===== config.mk =====
export PLATFORM = sky130hd
export DESIGN_NAME = tlb_xlate
export DESIGN_NICKNAME = d
export VERILOG_FILES = /design/src/rtl/tlb_pkg.sv /design/src/rtl/tlb_cam.sv /design/src/rtl/tlb_sel.sv /design/src/rtl/tlb_victim.sv /design/src/rtl/tlb_xlate.sv
export SDC_FILE = /design/constraint.sdc
export NUM_CORES = 1
export LEC_CHECK = 0
export ABC_CLOCK_PERIOD_IN_PS = 2600
export BUFFER_PORTS_ARGS = -buffer_cell sky130_fd_sc_hd__buf_2
export CAP_MARGIN = 25
export CORE_ASPECT_RATIO = 0.5
export CORE_MARGIN = 2
export CORE_UTILIZATION = 53
export DETAILED_ROUTE_END_ITERATION = 10
export HOLD_SLACK_MARGIN = 0.1
export PLACE_DENSITY = 0.8
export SLEW_MARGIN = 10
export SYNTH_ARGS = -nofsm -noshare
export SYNTH_HDL_FRONTEND = slang
export SYNTH_SLANG_ARGS = --single-unit

===== constraint.sdc =====
create_clock -name clk -period 2.6 [get_ports clk]
set_input_delay 0.52 -clock clk [delete_from_list [all_inputs] [get_ports clk]]
set_output_delay 0.52 -clock clk [all_outputs]
set_load 0.03 [all_outputs]

===== src/rtl/tlb_pkg.sv =====
package tlb_pkg;
    localparam int VPN_BITS    = 19;
    localparam int PPN_BITS    = 15;
    localparam int OFFSET_BITS = 12;
    localparam int DEF_ENTRIES = 2;
endpackage


===== src/rtl/tlb_cam.sv =====
module tlb_cam #(
    parameter int N  = 2,
    parameter int KW = 19
) (
    input  logic [N-1:0]         vld,
    input  logic [N-1:0][KW-1:0] keys,
    input  logic [KW-1:0]        probe,
    output logic [N-1:0]         match
);
    // one comparator per entry, all evaluated together
    for (genvar g = 0; g < N; g++) begin : g_cmp
        assign match[g] = vld[g] && (keys[g] == probe);
    end
endmodule


===== src/rtl/tlb_sel.sv =====
module tlb_sel #(
    parameter int N = 2,
    parameter int W = 15
) (
    input  logic [N-1:0]        sel,
    input  logic [N-1:0][W-1:0] data,
    output logic [W-1:0]        out
);
    // AND-OR mux; sel is at most one-hot, zero when nothing selected
    always_comb begin
        out = '0;
        for (int i = 0; i < N; i++) begin
            out = out | (data[i] & {W{sel[i]}});
        end
    end
endmodule


===== src/rtl/tlb_victim.sv =====
module tlb_victim #(
    parameter int N  = 2,
    parameter int PW = 1
) (
    input  logic [N-1:0]  vld,
    input  logic [N-1:0]  dup_vec,
    input  logic          dup_any,
    input  logic [PW-1:0] ptr,
    output logic [N-1:0]  wr_vec,
    output logic          use_ptr
);
    logic [N-1:0] free_vec;
    logic         free_any;
    logic [N-1:0] ptr_vec;

    // lowest-numbered empty entry
    always_comb begin
        free_vec = '0;
        free_any = 1'b0;
        for (int i = 0; i < N; i++) begin
            if (!vld[i] && !free_any) begin
                free_vec[i] = 1'b1;
                free_any    = 1'b1;
            end
        end
    end

    always_comb begin
        ptr_vec = '0;
        for (int i = 0; i < N; i++) begin
            if (ptr == PW'(i)) ptr_vec[i] = 1'b1;
        end
    end

    // priority: existing page, then empty slot, then round-robin pointer
    always_comb begin
        use_ptr = 1'b0;
        if (dup_any) begin
            wr_vec = dup_vec;
        end else if (free_any) begin
            wr_vec = free_vec;
        end else begin
            wr_vec  = ptr_vec;
            use_ptr = 1'b1;
        end
    end
endmodule


===== src/rtl/tlb_xlate.sv =====
module tlb_xlate #(
    parameter int ENTRIES = tlb_pkg::DEF_ENTRIES,
    parameter int VPN_W   = tlb_pkg::VPN_BITS,
    parameter int PPN_W   = tlb_pkg::PPN_BITS,
    parameter int OFF_W   = tlb_pkg::OFFSET_BITS
) (
    input  logic                   clk,
    input  logic                   rst_n,
    input  logic                   lookup_en,
    input  logic [VPN_W+OFF_W-1:0] lookup_va,
    output logic                   lookup_hit,
    output logic [PPN_W+OFF_W-1:0] lookup_pa,
    output logic                   walk_req,
    input  logic                   fill_en,
    input  logic [VPN_W-1:0]       fill_vpn,
    input  logic [PPN_W-1:0]       fill_ppn,
    input  logic                   flush_en
);
    localparam int PTR_W = (ENTRIES > 1) ? $clog2(ENTRIES) : 1;
    localparam logic [PTR_W-1:0] PTR_LAST = PTR_W'(ENTRIES - 1);

    typedef struct packed {
        logic [ENTRIES-1:0]            vld;
        logic [ENTRIES-1:0][VPN_W-1:0] vpn;
        logic [ENTRIES-1:0][PPN_W-1:0] ppn;
        logic [PTR_W-1:0]              ptr;
    } tlb_state_t;

    tlb_state_t s_q, s_d;

    logic [VPN_W-1:0]   lk_vpn;
    logic [OFF_W-1:0]   lk_off;
    logic [ENTRIES-1:0] lk_match;
    logic [PPN_W-1:0]   lk_ppn;
    logic [ENTRIES-1:0] fl_match;
    logic [ENTRIES-1:0] wr_vec;
    logic               use_ptr;

    assign lk_vpn = lookup_va[VPN_W+OFF_W-1:OFF_W];
    assign lk_off = lookup_va[OFF_W-1:0];

    tlb_cam #(.N(ENTRIES), .KW(VPN_W)) u_lk_cam (
        .vld   (s_q.vld),
        .keys  (s_q.vpn),
        .probe (lk_vpn),
        .match (lk_match)
    );

    tlb_sel #(.N(ENTRIES), .W(PPN_W)) u_lk_sel (
        .sel  (lk_match),
        .data (s_q.ppn),
        .out  (lk_ppn)
    );

    tlb_cam #(.N(ENTRIES), .KW(VPN_W)) u_fl_cam (
        .vld   (s_q.vld),
        .keys  (s_q.vpn),
        .probe (fill_vpn),
        .match (fl_match)
    );

    tlb_victim #(.N(ENTRIES), .PW(PTR_W)) u_victim (
        .vld     (s_q.vld),
        .dup_vec (fl_match),
        .dup_any (|fl_match),
        .ptr     (s_q.ptr),
        .wr_vec  (wr_vec),
        .use_ptr (use_ptr)
    );

    assign lookup_hit = lookup_en && (|lk_match);
    assign walk_req   = lookup_en && !(|lk_match);
    assign lookup_pa  = {lk_ppn, lk_off};

    always_comb begin
        s_d = s_q;
        if (flush_en) begin
            s_d.vld = '0;
            s_d.ptr = '0;
        end else if (fill_en) begin
            for (int i = 0; i < ENTRIES; i++) begin
                if (wr_vec[i]) begin
                    s_d.vld[i] = 1'b1;
                    s_d.vpn[i] = fill_vpn;
                    s_d.ppn[i] = fill_ppn;
                end
            end
            if (use_ptr) begin
                s_d.ptr = (s_q.ptr == PTR_LAST) ? '0 : s_q.ptr + 1'b1;
            end
        end
    end

    always_ff @(posedge clk or negedge rst_n) begin
        if (!rst_n) s_q <= '0;
        else        s_q <= s_d;
    end
endmodule


---- Yosys cells after proc, flatten, opt, wreduce, memory -nomap -nowiden ----
Cells that the tools add are included.
cells by class
  equal/unequal tests ..................... 4
  mux-type cells .......................... 20
  $add $sub $neg .......................... 1
  $mul .................................... 0
  shift-type cells ........................ 0
  reduce and logical (&&, ||, !) cells .... 20
  divide/modulo/power cells ............... 0
  bitwise logic cells ..................... 4
  $lt $le $gt $ge ......................... 0
operators with widths
  cell                   count
  $eq A19 B19 Y1         4
  $mux W71               1
  $mux W19               2
  $and A15 B15 Y15       2
  $mux W15               2
  $or A15 B15 Y15        1
  $mux W1                12
  $reduce_bool A2 Y1     4
  $logic_and A1 B1 Y1    7
  $mux W2                3
  $reduce_and A2 Y1      3
  $reduce_and A3 Y1      2
  $reduce_or A2 Y1       2
  $logic_not A1 Y1       2
  $add A1 B1 Y1 const B  1
  $not A1 Y1             1
storage, ports and cells
  bits in registers ....................... 71
  word-level logic and storage cells ...... 56
  latch bits .............................. 0
  memory bits (writable) .................. 0
  memories ................................ 0
  input port bits ......................... 70
  output and inout bits ................... 29
  memory bits (read-only) ................. 0

---- Longest topological paths before layout ----
  word-level depth ........................ 8
  mapped depth ............................ 7
  depth with buffers taken out ............ 6

---- Hierarchy ----
From an unflattened synthesis, not the netlist that was laid out.
unflattened totals
  cell total of the unflattened synthesis .. 297
  area, all modules ....................... 4001.3 um2
modules (own cells, without submodules)
  module      cells an instance  seq. area each (um2)  times used  area each (um2)
  tlb_xlate   170                1776.7                1           2951.6
  tlb_cam     52                 0.0                   2           420.4
  tlb_sel     17                 0.0                   1           160.2
  tlb_victim  6                  0.0                   1           48.8

---- Worst setup path after synthesis ----
No wires, ideal clock.
  path kind ............................... in2out
  from .................................... in lookup_va[24]
  to ...................................... out lookup_pa[15]
  data required time ...................... 2.080 ns
  arrival ................................. 2.083 ns
  path slack .............................. -0.003 ns
  stages .................................. 6
  path buffers ............................ 1
  cells stage by stage .................... xor2_1 -> nor4_1 -> nand3_1 -> nor3_1 -> buf_2 -> a22o_1
on the way
  cells in the longest elaborated chain, start to end .. 4
  elaborated cells between the ends (all ways) .. 7
  classes of those cells .................. 2 x eq/ne; 3 x bitwise; 2 x reduce/logical
ends and longest elaborated chain
  element              line             RTL
  start: declaration   tlb_xlate.sv:10  input logic [VPN_W+OFF_W-1:0] lookup_va,
  $eq A19 B19 Y1       tlb_cam.sv:12    assign match[g] = vld[g] && (keys[g] == probe);
  $logic_and A1 B1 Y1  tlb_cam.sv:12
  $and A15 B15 Y15     tlb_sel.sv:13    out = out | (data[i] & {W{sel[i]}});
  $or A15 B15 Y15 (*)  tlb_sel.sv:13
  end: declaration     tlb_xlate.sv:12  output logic [PPN_W+OFF_W-1:0] lookup_pa,
Every way passes the cells marked *; elsewhere a longest branch is shown, timed or not.

---- Worst setup path in the final report ----
  from .................................... reg s_q[42] (netlist name)
  to ...................................... out lookup_hit
on the way
  cells in the longest elaborated chain, start to end .. 4
ends and longest elaborated chain
  element                   line             RTL
  start: declaration        tlb_xlate.sv:29  tlb_state_t s_q, s_d;
  start signal: assignment  tlb_xlate.sv:95  if (!rst_n) s_q <= '0;
  start signal: assignment  tlb_xlate.sv:96  else s_q <= s_d;
  $eq A19 B19 Y1            tlb_cam.sv:12
  $logic_and A1 B1 Y1       tlb_cam.sv:12
  $reduce_or A2 Y1          tlb_xlate.sv:71  assign lookup_hit = lookup_en && (|lk_match);
  $logic_and A1 B1 Y1       tlb_xlate.sv:71
  end: declaration          tlb_xlate.sv:11  output logic lookup_hit,
No other way between the ends.

==> reports/results.ini <==
[detailed_routing]
viasPerCell=5.580
wl_um=8873
vias=2673
drt-wirelength-per-cell_um=18.52
remaining_drc_errors=0
antenna_left=0
first_pass_iters=4
drt_iter0_markers=136

[timing]
relSlewSlack_pct=67.99
tightest_slew_ps=475.7
post-route-period-util_pct=103.3
layout_min_cycle_time_ps=2686
rsz0062_at_grt=true
finClkSkew_ps=4.506
layout_setup_ws_ps=-86.05
max_freq_mhz=372.3
hold_viol=0
timing.final.setup_violations=17
slew_viol_final=0

[layout]
final_nets=452
final_common_cell=dfrtp_1
syn_to_final_growth_pct=25.91
largest_reg_flops=71
diodes=0
largest_register=s_q
final_cell_mix=dfrtp_1 (71), mux2_2 (66), buf_2 (57), xor2_1 (48), xnor2_1 (28)
top_regs=s_q: 71 flops
drive_above_1_share_pct=48.58

[global_routing]
grt_first_pass_wirelength_um=14500
gr-total-overflow=0
first_global_vias=2898
grt_start_max_net_pins=72
grt_usage_pct=23.79
antenna_found_initial=0

[synthesis]
synth_cell_type_count=25
syn_inst=298
synth_largest_area_cell=dfrtp_1
synthTopCellsByArea=dfrtp_1 (46%), mux2_2 (19%), xor2_1 (11%), xnor2_1 (6.4%), a22o_1 (3.4%)
yosysWarnings=0
syn_area_per_cell_um2=12.85
synth_area_um2=3829
synth-edff-count=0
ys.flop_type=dfrtp_1
synth-seq-cells=71
yosysTopAreaCellShare_pct=46.41
syn_nets=368
yosysSeqAreaShare_pct=46.41
async_reset_ff_share_pct=100.0

[power]
pwr-share-seq_pct=44.0
p_total_mw=3.576
power_leakage_nw=2.149
clkPwrFrac_pct=33.5
p_per_area_nw_per_um2=741.7
vdd_drop_max_uv=395.1
power.internal_mw=2.572
switching_share_pct=28.07
p_comb_share_pct=22.5
power.switching_mw=1.004

[clock_tree]
numCtsBuffers=9
clockRootBuffer=clkbuf_16
cts_buffer_depth=2
htree_levels=3
clock_latency_ps=330
cts_tree=built
clkSlewWorstSetupHoldPaths_ps=50
cts.sinks=71

[floorplan]
rows=21
core_area_um2=6832
initial_core_util_pct=56.04
ios=99
die_area_um2=7961
fp.dieH_um=64.10
die_w_um=124.2

[critical_path]
path_max_fanout=8
crit_type=reg2out
r2r-end=s_q[27]$_DFFE_PN0P_
timing.rr.start=s_q[49]$_DFFE_PN0P_
crit_path_end_kind=primary output
r2r_cells=7
critPathLaunchType=register
arrival_ps=2170
cp.required_ps=2080
reg2reg_slack_ps=150

[placed_design]
pre_cts_ws_ps=-78.23
io_buffers=74
place_congestion=0.8513
hpwl_um=6179

[outcome]
violations=setup timing
status=finished, violations left

[min_path]
hold_class=in2async

[job]
drv_cap=0

-- power groups by stage --
| stage | logic, mW | clock network [mW] | registers [mW] |
|---|---|---|---|
| 4_1_cts | 0.774 | 1.22 | 1.57 |
| 6_report | 0.804 | 1.20 | 1.57 |
| 5_1_grt | 0.871 | 1.27 | 1.61 |
| 3_5_place_dp | 0.736 | 0 | 1.59 |
| 2_1_floorplan | 0.554 | 0 | 1.53 |
| 3_3_place_gp | 0.708 | 0 | 1.56 |
-- kinds of logic after synthesis --
| group | after synthesis | synth area share (%) |
|---|---|---|
| xor gates and xnor gates | 76 | 17.39 |
| DFF | 71 | 46.41 |
| muxes | 69 | 20.59 |
| and+or+nand+nor | 38 | 5.915 |
| buffers and inverters | 23 | 4.673 |
| AOI/OAI and AO/OA | 21 | 5.033 |
-- what timing repair did --
action / CTS / global route
hold endpoints to repair: 0 / 0
hold buffers: 0 / 0
pin swaps: 10 / 16
buffers inserted: 3 / 4
gates cloned: 1 / 0
gates resized for setup: 44 / 1
endpoints found under the setup margin: 17 / 17
-- cell usage after synthesis, types with 3 or more instances --
master / number
nand3_1: 3
nor2_1: 5
a22o_1: 15
xor2_1: 48
nor4_1: 12
dfrtp_1: 71
mux2_4: 3
buf_6: 6
buf_4: 12
inv_1: 3
xnor2_1: 28
nand4_1: 9
mux2_2: 66
-- stage by stage --
stage / TNS, ps / hold slack (ps) / util [%] / cells / cell area (um^2)
floorplan: 0 / 224.4 / - / 298 / 3834
global placement: -483.7 / 487.2 / 63.19 / 456 / 4317
detailed placement: -636.6 / 494.1 / 63.19 / 456 / 4317
CTS: -1887 / 220.5 / 70.44 / 476 / 4812
global route: -1771 / 248.8 / 70.57 / 479 / 4821
finish: -1086 / 196.6 / 70.57 / 479 / 4821
-- worst max-delay path: stages (launching register included) --
cell	delay [ps]
dfrtp_1	410
xor2_1	170
nor4_2	350
nand3_1	180
nor3_4	220
buf_12	170
nor2_4	40
nor2b_1	110
buf_4	170
-- final cells by class --
class	instances	area (um^2)
fill	493	2011
multi-input combinational	204	1944
sequential	71	1777
timing repair buffer	93	681.9
clock buffer	12	246.5
tap	92	115.1
clock inverter	4	45.04
inverter	3	11.26
-- worst max-delay path by stage --
| stage | from | end | slack (ps) |
|---|---|---|---|
| finish | s_q[42]$_DFFE_PN0P_ | lookup_hit | -90 |
| global route | s_q[39]$_DFFE_PN0P_ | lookup_pa[17] | -130 |
| CTS | s_q[38]$_DFFE_PN0P_ | lookup_pa[25] | -160 |
| detailed placement | lookup_va[27] | walk_req | -80 |
| global placement | lookup_va[24] | walk_req | -60 |
| floorplan | lookup_va[27] | lookup_pa[15] | 20 |
-- layer usage --
layer	global-route usage (%)	wire, um
met1	28.58	3766
met2	39.55	4368
met3	7.203	534
met4	11.94	205
met5	0	0
No activity file was read; power rests on OpenSTA's default activity.
